## src/rtl/fuc_pkg.sv

```systemverilog
package fuc_pkg;
  localparam int NUM_CH  = 2;
  localparam int CH_MAIN = 0;
  localparam int CH_SUB  = 1;

  // register byte addresses
  localparam int A_INT       = 'h00;
  localparam int A_SRC       = 'h04;
  localparam int A_MODE      = 'h08;
  localparam int A_TRIG_MAIN = 'h10;
  localparam int A_TRIG_SUB  = 'h14;

  // bit positions
  localparam int B_FE_ST   = 0;
  localparam int B_FS_ST   = 2;
  localparam int B_FS_EN   = 8;
  localparam int B_FE_EN   = 10;
  localparam int B_SRC_SUB = 10;
endpackage

```

## src/rtl/fuc_chan.sv

```systemverilog
module fuc_chan (
  input  logic clk,
  input  logic rst_n,
  input  logic oneshot_i,
  input  logic trig_i,
  input  logic done_i,
  output logic start_o,
  output logic end_o,
  output logic busy_o
);
  logic run_q;
  logic os_q;
  logic pend_q;
  logic go;
  logic trig_acc;

  // a request only counts in one-shot mode
  assign trig_acc = trig_i & oneshot_i;
  // an idle channel starts when continuous, or when a request is waiting
  assign go       = ~run_q & (~oneshot_i | pend_q);
  assign end_o    = run_q & done_i;
  assign busy_o   = pend_q | os_q;

  always_ff @(posedge clk) begin
    if (!rst_n) begin
      run_q   <= 1'b0;
      os_q    <= 1'b0;
      pend_q  <= 1'b0;
      start_o <= 1'b0;
    end else begin
      start_o <= go;
      if (go) begin
        run_q  <= 1'b1;
        os_q   <= oneshot_i;
        pend_q <= trig_acc;
      end else begin
        pend_q <= pend_q | trig_acc;
        if (end_o) begin
          run_q <= 1'b0;
          os_q  <= 1'b0;
        end
      end
    end
  end

  AST_START_ONE_CYCLE: assert property (@(posedge clk) disable iff (!rst_n)
    start_o |=> !start_o);
  AST_OS_NEEDS_REQ: assert property (@(posedge clk) disable iff (!rst_n)
    (start_o && os_q) |-> $past(pend_q));
  AST_TRIG_LATCHED: assert property (@(posedge clk) disable iff (!rst_n)
    (run_q && trig_acc) |=> pend_q);
  AST_BUSY_UNTIL_DONE: assert property (@(posedge clk) disable iff (!rst_n)
    (os_q && !done_i) |=> busy_o);
endmodule

```

## src/rtl/fuc_irq.sv

```systemverilog
module fuc_irq
  import fuc_pkg::*;
#(
  parameter int DATA_W = 32
) (
  input  logic              clk,
  input  logic              rst_n,
  input  logic              wr_i,
  input  logic [DATA_W-1:0] wdata_i,
  input  logic              fs_evt_i,
  input  logic              fe_main_i,
  input  logic              fe_sub_i,
  output logic [DATA_W-1:0] int_rd_o,
  output logic [DATA_W-1:0] src_rd_o,
  output logic              irq_o
);
  logic st_fe_q, st_fs_q, en_fe_q, en_fs_q, src_sub_q;
  logic st_fe_d, st_fs_d;
  logic fe_evt;

  assign fe_evt = fe_main_i | fe_sub_i;

  // write-zero-to-clear, with a same-cycle event winning
  always_comb begin
    st_fe_d = st_fe_q;
    st_fs_d = st_fs_q;
    if (wr_i) begin
      st_fe_d = st_fe_q & wdata_i[B_FE_ST];
      st_fs_d = st_fs_q & wdata_i[B_FS_ST];
    end
    if (fe_evt)   st_fe_d = 1'b1;
    if (fs_evt_i) st_fs_d = 1'b1;
  end

  always_ff @(posedge clk) begin
    if (!rst_n) begin
      st_fe_q   <= 1'b0;
      st_fs_q   <= 1'b0;
      en_fe_q   <= 1'b0;
      en_fs_q   <= 1'b0;
      src_sub_q <= 1'b0;
    end else begin
      st_fe_q <= st_fe_d;
      st_fs_q <= st_fs_d;
      if (wr_i) begin
        en_fe_q <= wdata_i[B_FE_EN];
        en_fs_q <= wdata_i[B_FS_EN];
      end
      if (fe_sub_i)       src_sub_q <= 1'b1;
      else if (fe_main_i) src_sub_q <= 1'b0;
    end
  end

  always_comb begin
    int_rd_o           = '0;
    int_rd_o[B_FE_ST]  = st_fe_q;
    int_rd_o[B_FS_ST]  = st_fs_q;
    int_rd_o[B_FE_EN]  = en_fe_q;
    int_rd_o[B_FS_EN]  = en_fs_q;
    src_rd_o           = '0;
    src_rd_o[B_SRC_SUB] = src_sub_q;
  end

  assign irq_o = (st_fe_q & en_fe_q) | (st_fs_q & en_fs_q);

  AST_FE_STICKY: assert property (@(posedge clk) disable iff (!rst_n)
    (st_fe_q && !wr_i) |=> st_fe_q);
  AST_CLEAR_ON_ZERO: assert property (@(posedge clk) disable iff (!rst_n)
    (wr_i && !wdata_i[B_FE_ST] && !fe_evt) |=> !st_fe_q);
  AST_SRC_FOLLOWS_SUB: assert property (@(posedge clk) disable iff (!rst_n)
    fe_sub_i |=> src_sub_q);
endmodule

```

## src/rtl/frame_update_ctrl.sv

```systemverilog
module frame_update_ctrl
  import fuc_pkg::*;
#(
  parameter int ADDR_W = 8,
  parameter int DATA_W = 32
) (
  input  logic              clk,
  input  logic              rst_n,
  input  logic              bus_wr,
  input  logic              bus_rd,
  input  logic [ADDR_W-1:0] bus_addr,
  input  logic [DATA_W-1:0] bus_wdata,
  output logic [DATA_W-1:0] bus_rdata,
  input  logic [NUM_CH-1:0] frame_done_i,
  output logic [NUM_CH-1:0] frame_start_o,
  output logic              irq_o
);
  logic [NUM_CH-1:0] mode_q;
  logic [NUM_CH-1:0] ch_end;
  logic [NUM_CH-1:0] ch_busy;
  logic [NUM_CH-1:0] trig_hit;
  logic [DATA_W-1:0] int_rd, src_rd, rd_val;
  logic              wr_int, wr_mode;

  assign wr_int  = bus_wr & (bus_addr == ADDR_W'(A_INT));
  assign wr_mode = bus_wr & (bus_addr == ADDR_W'(A_MODE));

  always_ff @(posedge clk) begin
    if (!rst_n)       mode_q <= '0;
    else if (wr_mode) mode_q <= bus_wdata[NUM_CH-1:0];
  end

  for (genvar c = 0; c < NUM_CH; c++) begin : g_ch
    localparam int TA = (c == CH_SUB) ? A_TRIG_SUB : A_TRIG_MAIN;
    assign trig_hit[c] = bus_wr & (bus_addr == ADDR_W'(TA)) & bus_wdata[0];
    fuc_chan u_chan (
      .clk       (clk),
      .rst_n     (rst_n),
      .oneshot_i (mode_q[c]),
      .trig_i    (trig_hit[c]),
      .done_i    (frame_done_i[c]),
      .start_o   (frame_start_o[c]),
      .end_o     (ch_end[c]),
      .busy_o    (ch_busy[c])
    );
  end

  fuc_irq #(.DATA_W(DATA_W)) u_irq (
    .clk       (clk),
    .rst_n     (rst_n),
    .wr_i      (wr_int),
    .wdata_i   (bus_wdata),
    .fs_evt_i  (|frame_start_o),
    .fe_main_i (ch_end[CH_MAIN]),
    .fe_sub_i  (ch_end[CH_SUB]),
    .int_rd_o  (int_rd),
    .src_rd_o  (src_rd),
    .irq_o     (irq_o)
  );

  always_comb begin
    rd_val = '0;
    if (bus_addr == ADDR_W'(A_INT))            rd_val = int_rd;
    else if (bus_addr == ADDR_W'(A_SRC))       rd_val = src_rd;
    else if (bus_addr == ADDR_W'(A_MODE))      rd_val[NUM_CH-1:0] = mode_q;
    else if (bus_addr == ADDR_W'(A_TRIG_MAIN)) rd_val[0] = ch_busy[CH_MAIN];
    else if (bus_addr == ADDR_W'(A_TRIG_SUB))  rd_val[0] = ch_busy[CH_SUB];
  end

  always_ff @(posedge clk) begin
    if (!rst_n)      bus_rdata <= '0;
    else if (bus_rd) bus_rdata <= rd_val;
    else             bus_rdata <= '0;
  end

  AST_RDATA_IDLE: assert property (@(posedge clk) disable iff (!rst_n)
    !bus_rd |=> (bus_rdata == '0));
endmodule

```

## config.mk

```make
export PLATFORM = sky130hd
export DESIGN_NAME = frame_update_ctrl
export DESIGN_NICKNAME = d
export VERILOG_FILES = /design/src/rtl/fuc_pkg.sv /design/src/rtl/fuc_chan.sv /design/src/rtl/fuc_irq.sv /design/src/rtl/frame_update_ctrl.sv
export SDC_FILE = /design/constraint.sdc
export NUM_CORES = 1
export LEC_CHECK = 0
export ABC_AREA = 1
export BUFFER_PORTS_ARGS = -buffer_cell sky130_fd_sc_hd__buf_4
export CAP_MARGIN = 20
export CORE_ASPECT_RATIO = 1.5
export CORE_MARGIN = 1
export CORE_UTILIZATION = 39
export DETAILED_ROUTE_END_ITERATION = 16
export PLACE_DENSITY = 0.88
export SLEW_MARGIN = 20
export SYNTH_ARGS = -nofsm -noshare
export SYNTH_HDL_FRONTEND = slang
export SYNTH_SLANG_ARGS = --single-unit
```

## constraint.sdc

```tcl
create_clock -name clk -period 1.3 [get_ports clk]
set_input_delay 0.13 -clock clk [delete_from_list [all_inputs] [get_ports clk]]
set_output_delay 0.13 -clock clk [all_outputs]
set_load 0.1 [all_outputs]
```

==> results.sh, run 1 <==
export IMPL_status="finished, final reports clean"
export IMPL_synth_seq_cells=20
export IMPL_ys_warn_count=0
export IMPL_netlist_area_mm2=0.00109
export IMPL_worstSetupPathType="flop to output port"
export IMPL_setup_viol=0
export IMPL_drive_gt1_share_pct=21.8
export IMPL_switching_share_pct=37.1
export IMPL_cts_buffer_depth=2
export IMPL_r2r_start="mode_q[1]"
export IMPL_syn_avg_cell_area_um2=7.10
export IMPL_hold_viol=0
export IMPL_arrival_ps=1050
export IMPL_die_area_mm2=0.00300
export IMPL_portBuffers=26
export IMPL_grt_pass1_vias=794
export IMPL_worstHoldEndpoint="u_irq.en_fe_q"
export IMPL_syn_inst=153
export IMPL_track_usage_pct=14.3
export IMPL_routedWlPerCell_um=9.22
export IMPL_r2r_end="g_ch[1].u_chan.os_q"
export IMPL_antenna_found_initial=0
export IMPL_detail_route_iter0_violations=14
export IMPL_grt_max_degree=13
export IMPL_design_core_area_mm2=0.00265
export IMPL_critPathTopFamily="flip-flops"
export IMPL_dp_hpwl_um=1630
export IMPL_first_pass_iters=4
export IMPL_worst_path_buf_inv=2
export IMPL_peakVddDrop_mv=0.700
export IMPL_start_util_pct=41.0
export IMPL_slowest_stage="dfxtp_1"
export IMPL_clock_power_share_pct=34.8
export IMPL_overflow=0
export IMPL_whs_path_depth=3
export IMPL_clock_sinks=20
export IMPL_rsz0062_at_grt="no"
export IMPL_min_period_over_period_pct=91.0
export IMPL_cap_violations=0
export IMPL_combinationalPowerShare_pct=28.6
export IMPL_crit_chain="inv_1 -> o21ai_4 -> buf_6"
export IMPL_num_nets_final=226
export IMPL_startpoint="u_irq.en_fs_q"
export IMPL_row_count=23
export IMPL_regToRegSetupSlack_ps=260
export IMPL_clock_skew_ps=2.90
export IMPL_wirelength_um=1990
export IMPL_slew_violations=0
export IMPL_antenna_cells=0
export IMPL_clkTransAtPathRegs_ps=70
export IMPL_synth_cell_types=20
export IMPL_max_stage_delay_ps=340
export IMPL_die_w_um=45.1
export IMPL_fp_dieH_um=66.6
export IMPL_max_freq_mhz=845
export IMPL_cts_root_buffer="clkbuf_8"
export IMPL_vias=928
export IMPL_synth_yosys_seq_area_share_pct=36.9
export IMPL_pwr_density_cell_mw_per_mm2=1360
export IMPL_clk_latency_ps=260
export IMPL_internal_power_uw=1110
export IMPL_grt_pass1_wl_um=3130
export IMPL_postRouteAntennaNets=0
export IMPL_ctsHoldBuffers=0
export IMPL_startpoint_type="flop"
export IMPL_cts_htree_levels=1
export IMPL_holdCritStartpoint="bus_wdata[10]"
export IMPL_required_ps=1170
export IMPL_p_seq_share_pct=36.7
export IMPL_cts_inserted_buffers=3
export IMPL_syn_to_final_growth_pct=18.8
export IMPL_drc=0
export IMPL_fin_crit_ps=1180
export IMPL_end_kind="output port"
export IMPL_cts_tree="done"
export IMPL_power_switching_uw=651
export IMPL_hold_slack_ps=121
export IMPL_leakagePower_uw=0.000658
export IMPL_cp_max_fo=2
export IMPL_hold_path_class="input port to flop"
export IMPL_fin_setup_tns_ps=0
export IMPL_r2r_cells=6
export IMPL_pin_count=81
export IMPL_globalplace_congestion=0.888
export IMPL_vias_per_cell=4.30
[placed cells by master, fill, tap and decap left out, types with 2 or more instances in the layout]
| cell | Yosys | final |
|---|---|---|
| nand4_1 | 3 | 3 |
| nor2_1 | 13 | 13 |
| conb_1 | 1 | 27 |
| a21oi_1 | 9 | 9 |
| nand2_1 | 28 | 28 |
| nand2_2 | 2 | 2 |
| or2_2 | 2 | 2 |
| buf_4 | 29 | 25 |
| nor2_2 | 2 | 2 |
| dfxtp_1 | 20 | 20 |
| o21ai_0 | 5 | 4 |
| o21bai_1 | 2 | 2 |
| inv_1 | 21 | 21 |
| nand3_1 | 10 | 10 |
| clkbuf_8 | 0 | 3 |
[cells by family after synthesis]
kind of cell	Yosys count	share of synthesized area (%)
compound gates	17	8.64
other cells	1	0.345
flops	20	36.9
buf+inv	52	28.0
simple gates	63	26.2
[worst reg2reg max path: cells and delay by family, from the launching register on]
family	cells	cell delay, ps
DFF	1	350
and+or+nand+nor	2	160
buffers and inverters	2	120
AOI/OAI and AO/OA	2	360
[Yosys cell counts, drive strengths merged]
cell	number	share of area, %
a21oi	9	4.1
buf	29	20
clkbuf	1	0.35
clkinv	1	0.35
conb	1	0.35
dfxtp	20	37
inv	21	7.3
nand2	30	11
nand3	10	4.6
nand4	3	1.7
nor2	16	6.7
nor4	1	0.58
o21ai	6	3.1
o21bai	2	1.4
or2	3	1.7
[registers in the layout (all words and copies together), names as in the netlist]
name and flops:
u_irq.en_fe_q 1, g_ch.u_chan.start_o 2, bus_rdata 5, g_ch.u_chan.pend_q 2, u_irq.st_fe_q 1, mode_q 2, u_irq.en_fs_q 1, u_irq.st_fs_q 1
g_ch.u_chan.os_q 2, g_ch.u_chan.run_q 2, u_irq.src_sub_q 1
[routing by layer]
metal	vias up	wire, µm	GRT usage, %
li1	468	-	-
met1	412	679	12.9
met2	41	1140	29.0
met3	7	131	1.90
met4	0	46	6.44
met5	-	0	0
[layout make-up]
cell class                 count  area [µm²]
tap                           37        46.3
fill                         286        1360
sequential                    20         400
multi-input combinational    107         490
clock inverter                 1        30.0
clock buffer                   3        41.3
inverter                      22        82.6
timing repair buffer          26         199
[worst max path at each step]
| stage | endpoint | cells past startpoint | slack, ps |
|---|---|---|---|
| floorplan | irq_o | 2 | 230 |
| global route | irq_o | 3 | 50 |
| finish | irq_o | 3 | 120 |
| global placement | u_irq.en_fs_q | 7 | 270 |
| detailed placement | u_irq.en_fs_q | 7 | 220 |
| CTS | irq_o | 3 | 60 |
[what timing repair did]
item / CTS / global route
gates resized for setup: 0 / 1
endpoints found under the setup margin: 0 / 1
setup buffers: 0 / 0
[power groups by stage]
stage                     sequential (µW)  combinational [µW]  clock (µW)
after CTS                             643                 502         618
after global placement                657                 495           0
final                                 644                 502         610
after floorplan                       655                 500           0
after global routing                  646                 523         645
after detailed placement              658                 499           0
[stage by stage]
stage	setup WS, ps	utilization [%]	std cells	area (µm²)	power (µW)
after global routing	48.7	48.7	216	1290	1810
after global placement	266	45.9	212	1210	1150
after detailed placement	223	45.9	212	1210	1160
after CTS	55.1	48.6	216	1290	1760
final	117	48.7	216	1290	1760
after floorplan	231	-	179	1190	1150
(Power assumes the default switching activity.)
==> run 2: changes to the inputs <==
Settings changed: REMOVE_ABC_BUFFERS set to 1.
==> results.sh, run 2 (synthesis results as in run 1) <==
export IMPL_portBuffers=26
export IMPL_most_common_layout_cells="28 x nand2_1, 27 x conb_1, 25 x buf_4"
export IMPL_cts_root_buffer="clkbuf_8"
export IMPL_pwr_density_cell_mw_per_mm2=1380
export IMPL_track_usage_pct=14.0
export IMPL_slowest_stage="dfxtp_1"
export IMPL_detail_route_iter0_violations=13
export IMPL_antenna_found_initial=0
export IMPL_design_area_mm2=0.00128
export IMPL_regMostFlops="bus_rdata"
export IMPL_vias=916
export IMPL_clkTransAtPathRegs_ps=70
export IMPL_required_ps=1170
export IMPL_overflow=0
export IMPL_max_stage_delay_ps=330
export IMPL_cts_htree_levels=1
export IMPL_pin_count=81
export IMPL_syn_to_final_growth_pct=18.0
export IMPL_rsz0062_at_grt="no"
export IMPL_startpoint_type="flop"
export IMPL_final_common_cell="nand2_1"
export IMPL_worstSetupPathType="flop to output port"
export IMPL_dp_hpwl_um=1460
export IMPL_hold_viol=0
export IMPL_design_core_area_mm2=0.00265
export IMPL_crit_chain="inv_1 -> o21ai_1 -> clkbuf_8"
export IMPL_grt_pass1_vias=768
export IMPL_hold_path_class="input port to flop"
export IMPL_drive_gt1_share_pct=21.2
export IMPL_min_period_over_period_pct=92.8
export IMPL_peakVddDrop_mv=0.608
export IMPL_largest_reg_flops=5
export IMPL_placedCellCount=212
export IMPL_cap_violations=0
export IMPL_fp_dieH_um=66.6
export IMPL_postRouteAntennaNets=0
export IMPL_fin_cells=216
export IMPL_slew_violations=0
export IMPL_first_pass_iters=4
export IMPL_start_util_pct=41.0
export IMPL_clock_skew_ps=0.640
export IMPL_grt_pass1_wl_um=2960
export IMPL_fin_crit_ps=1210
export IMPL_cp_max_fo=2
export IMPL_row_count=23
export IMPL_leakagePower_uw=0.000656
export IMPL_cts_tree="done"
export IMPL_cts_inserted_buffers=3
export IMPL_cts_buffer_depth=2
export IMPL_die_w_um=45.1
export IMPL_setup_viol=0
export IMPL_wirelength_um=1910
export IMPL_drc=0
export IMPL_regToRegSetupSlack_ps=190
export IMPL_status="finished, final reports clean"
export IMPL_num_nets_final=226
export IMPL_antenna_cells=0
export IMPL_die_area_mm2=0.00300
export IMPL_routedWlPerCell_um=8.84
export IMPL_globalplace_congestion=0.820
export IMPL_hold_slack_ps=103
export IMPL_end_kind="output port"
export IMPL_vias_per_cell=4.24
export IMPL_max_freq_mhz=829
export IMPL_grt_max_degree=13
export IMPL_clk_latency_ps=260
export IMPL_clock_sinks=20
export IMPL_placed_area_mm2=0.00120
export IMPL_arrival_ps=1080
-- run 2: per-stage QoR --
stage	util, %	worst slack, ps	total power (µW)	setup TNS (ps)
floorplan	-	-1300	1080	-1300
CTS	48.2	0.942	1770	0
detailed placement	45.5	246	1150	0
global placement	45.5	256	1150	0
finish	48.4	93.5	1770	0
global route	48.4	19.5	1820	0
-- run 2: final cells by class --
type                    count  area [µm²]
well taps                  37        46.3
flip-flops and latches     20         400
repair buffers             26         201
clock buffers               3        41.3
clock inverters             1        30.0
fillers                   276        1370
multi-input cells         107         479
inverters                  22        82.6
-- run 2: where the power goes --
part	switching, µW	internal [µW]
combinational	435	63.5
sequential	12.1	631
clock	214	411
-- run 2: routing by layer --
layer	GRT usage, %	vias to the layer above	part of all wire, %
li1	-	469	-
met5	0	-	0
met4	9.85	0	3.4
met1	11.4	400	35
met3	2.44	7	6.3
met2	27.5	40	55
-- run 2: worst max-delay path, delay by kind of cell, from the launching register on --
family | cells | cell delay [ps]
AO/OA/AOI/OAI | 1 | 160
buffers and inverters | 2 | 320
flip-flops | 1 | 330
-- run 2: what timing repair did --
item	4_1_cts	5_1_grt
gates resized for setup	0	3
endpoints found under the setup margin	0	1
hold buffers	0	0
buffers inserted	0	0
-- run 2: path summary, 6_finish.rpt --
check	start	to	cells past startpoint
setup / recovery	u_irq.en_fs_q	irq_o	3
hold / removal	rst_n	g_ch[1].u_chan.os_q	3
setup reg to reg	mode_q[1]	g_ch[1].u_chan.os_q	6
hold reg to reg	u_irq.en_fs_q	bus_rdata[8]	2
==> run 3: changes to the inputs <==
Settings changed: ABC_AREA 1 to unset, CAP_MARGIN 20 to 10, CORE_UTILIZATION 39 to 40, PLACE_DENSITY 0.88 to 0.89, SKIP_LAST_GASP set to 1.
==> results.sh, run 3 <==
export IMPL_synth_seq_cells=20
export IMPL_placed_area_mm2=0.00125
export IMPL_slew_violations=0
export IMPL_fillers=255
export IMPL_wl_met2_um=1100
export IMPL_switching_share_pct=37.1
export IMPL_synthFlopType="dfxtp_1"
export IMPL_design_area_mm2=0.00132
export IMPL_syn_to_final_growth_pct=18.7
export IMPL_power_switching_uw=661
export IMPL_start_util_pct=41.9
export IMPL_routedWlPerCell_um=11.0
export IMPL_fp_dieH_um=66.5
export IMPL_cp_max_fo=3
export IMPL_dp_hpwl_um=1570
export IMPL_die_area_mm2=0.00299
export IMPL_cts_inserted_buffers=3
export IMPL_most_common_layout_cells="29 x buf_4, 27 x conb_1, 20 x dfxtp_1"
export IMPL_arrival_ps=1070
export IMPL_detail_route_iter0_violations=14
export IMPL_top_layer="met4"
export IMPL_yosys_area_top_type_share_pct=36.1
export IMPL_die_w_um=45.0
export IMPL_hold_viol=0
export IMPL_max_stage_delay_ps=380
export IMPL_cts_resized=0
export IMPL_antenna_found_initial=0
export IMPL_design_core_area_mm2=0.00265
export IMPL_synth_largest_area_cell="dfxtp_1"
export IMPL_overflow=0
export IMPL_cap_violations=0
export IMPL_r2r_cells=3
export IMPL_min_period_over_period_pct=92.7
export IMPL_pin_count=81
export IMPL_worstHoldEndpoint="u_irq.st_fs_q"
export IMPL_globalplace_congestion=0.859
export IMPL_clock_power_share_pct=34.6
export IMPL_syn_inst=122
export IMPL_synth_most_common_cell="buf_4"
export IMPL_slowest_stage="dfxtp_1"
export IMPL_vias_per_cell=4.58
export IMPL_r2r_end="u_irq.st_fe_q"
export IMPL_internal_power_uw=1120
export IMPL_cts_buffer_depth=2
export IMPL_violations="design-rule violations"
export IMPL_p_seq_share_pct=36.4
export IMPL_largest_reg_flops=5
export IMPL_drc=1
export IMPL_crit_chain="a22o_1 -> buf_4"
export IMPL_final_common_cell="buf_4"
export IMPL_ctsHoldBuffers=0
export IMPL_max_freq_mhz=830
export IMPL_end_kind="output port"
export IMPL_leakagePower_uw=0.000610
export IMPL_ys_async_sr_fraction_pct=0
export IMPL_clock_skew_ps=1.89
export IMPL_ys_warn_count=0
export IMPL_worstSetupPathType="flop to output port"
export IMPL_cts_root_buffer="clkbuf_8"
export IMPL_required_ps=1170
export IMPL_hold_path_class="input port to flop"
export IMPL_antenna_cells=0
export IMPL_clkTransAtPathRegs_ps=70
export IMPL_row_count=23
export IMPL_regMostFlops="bus_rdata"
export IMPL_regToRegSetupSlack_ps=340
export IMPL_wirelength_um=2050
export IMPL_portBuffers=26
export IMPL_postCtsSetupRepairBufs=0
export IMPL_synth_edf_count=0
export IMPL_syn_avg_cell_area_um2=9.10
export IMPL_fin_crit_ps=1200
export IMPL_cts_htree_levels=1
export IMPL_track_usage_pct=15.1
export IMPL_vias=856
export IMPL_peakVddDrop_mv=0.605
export IMPL_drive_gt1_share_pct=24.7
export IMPL_cts_tree="done"
export IMPL_num_nets_final=197
export IMPL_met1Wirelength_um=746
export IMPL_met3_length_um=149
export IMPL_clk_latency_ps=260
export IMPL_synth_cell_types=32
export IMPL_rsz0062_at_grt="no"
export IMPL_p_total_uw=1780
export IMPL_whs_path_depth=2
export IMPL_synth_yosys_seq_area_share_pct=36.1
export IMPL_status="finished with violations"
export IMPL_postRouteAntennaNets=0
export IMPL_synth_area_leaders="dfxtp_1 36%, buf_4 20%, nand2_1 5.4%"
export IMPL_combinationalPowerShare_pct=29.0
export IMPL_startpoint_type="flop"
export IMPL_grt_pass1_vias=779
export IMPL_first_pass_iters=9
export IMPL_r2r_start="g_ch[0].u_chan.run_q"
export IMPL_setup_viol=0
export IMPL_clock_sinks=20
export IMPL_yosys_top_cells_count="29 x buf_4, 20 x dfxtp_1, 16 x nand2_1, 7 x and3_1"
export IMPL_pwr_density_cell_mw_per_mm2=1350
export IMPL_critPathTopFamily="flip-flops"
export IMPL_worst_path_buf_inv=1
export IMPL_grt_pass1_wl_um=3300
export IMPL_grt_max_degree=17
export IMPL_holdCritStartpoint="bus_wdata[2]"
export IMPL_netlist_area_mm2=0.00111
[run 3: layout make-up]
| class | instances | area (µm²) | area share [%] |
|---|---|---|---|
| sequential | 20 | 400 | 30.4 |
| inverter | 3 | 11.3 | 0.855 |
| multi-input combinational | 94 | 571 | 43.3 |
| clock inverter | 1 | 30.0 | 2.28 |
| clock buffer | 3 | 41.3 | 3.13 |
| timing repair buffer | 29 | 218 | 16.5 |
| tap | 37 | 46.3 | 3.51 |
[run 3: metal layers]
layer | vias up | GRT usage, %
li1 | 427 | -
met1 | 378 | 14.8
met2 | 45 | 28.3
met3 | 6 | 2.17
met4 | 0 | 9.09
met5 | - | 0
[run 3: metrics by stage]
stage	util [%]	hold slack (ps)	cells	setup WS (ps)	setup TNS, ps
2_1_floorplan	-	240	117	-42.6	-42.6
3_3_place_gp	47.1	352	183	63.4	0
3_5_place_dp	47.1	360	183	48.5	0
4_1_cts	49.8	93.1	187	92.8	0
5_1_grt	49.8	90.4	187	63.0	0
6_report	49.8	92.0	187	95.3	0
[run 3: cell families after synthesis]
group	after synthesis	synth area share [%]
AO/OA/AOI/OAI	21	15.2
buffers and inverters	34	21.3
flip-flops	20	36.1
multiplexers	5	4.62
other	1	0.338
AND/OR/NAND/NOR	41	22.4
[run 3: power by group through the flow]
stage / combinational (µW) / sequential [µW] / clock, µW
global placement: 513 / 661 / 0
floorplan: 389 / 694 / 0
detailed placement: 515 / 662 / 0
finish: 517 / 648 / 617
global route: 536 / 650 / 636
CTS: 516 / 648 / 617
[run 3: worst max-delay path by stage]
stage          cells past startpoint  slack, ps       endpoint              startpoint
2_1_floorplan                      2        -40  u_irq.st_fs_q  g_ch[1].u_chan.start_o
3_3_place_gp                       4         60  u_irq.st_fe_q             bus_addr[4]
3_5_place_dp                       4         50  u_irq.st_fe_q             bus_addr[4]
4_1_cts                            2         90          irq_o           u_irq.st_fs_q
5_1_grt                            2         60          irq_o           u_irq.en_fe_q
6_report                           2        100          irq_o           u_irq.st_fs_q
[run 3: worst reg2reg max path, stage by stage, from the launching register on]
cell,delay (ps)
dfxtp_1,360
nand2_1,150
nand2_1,70
o311a_1,280
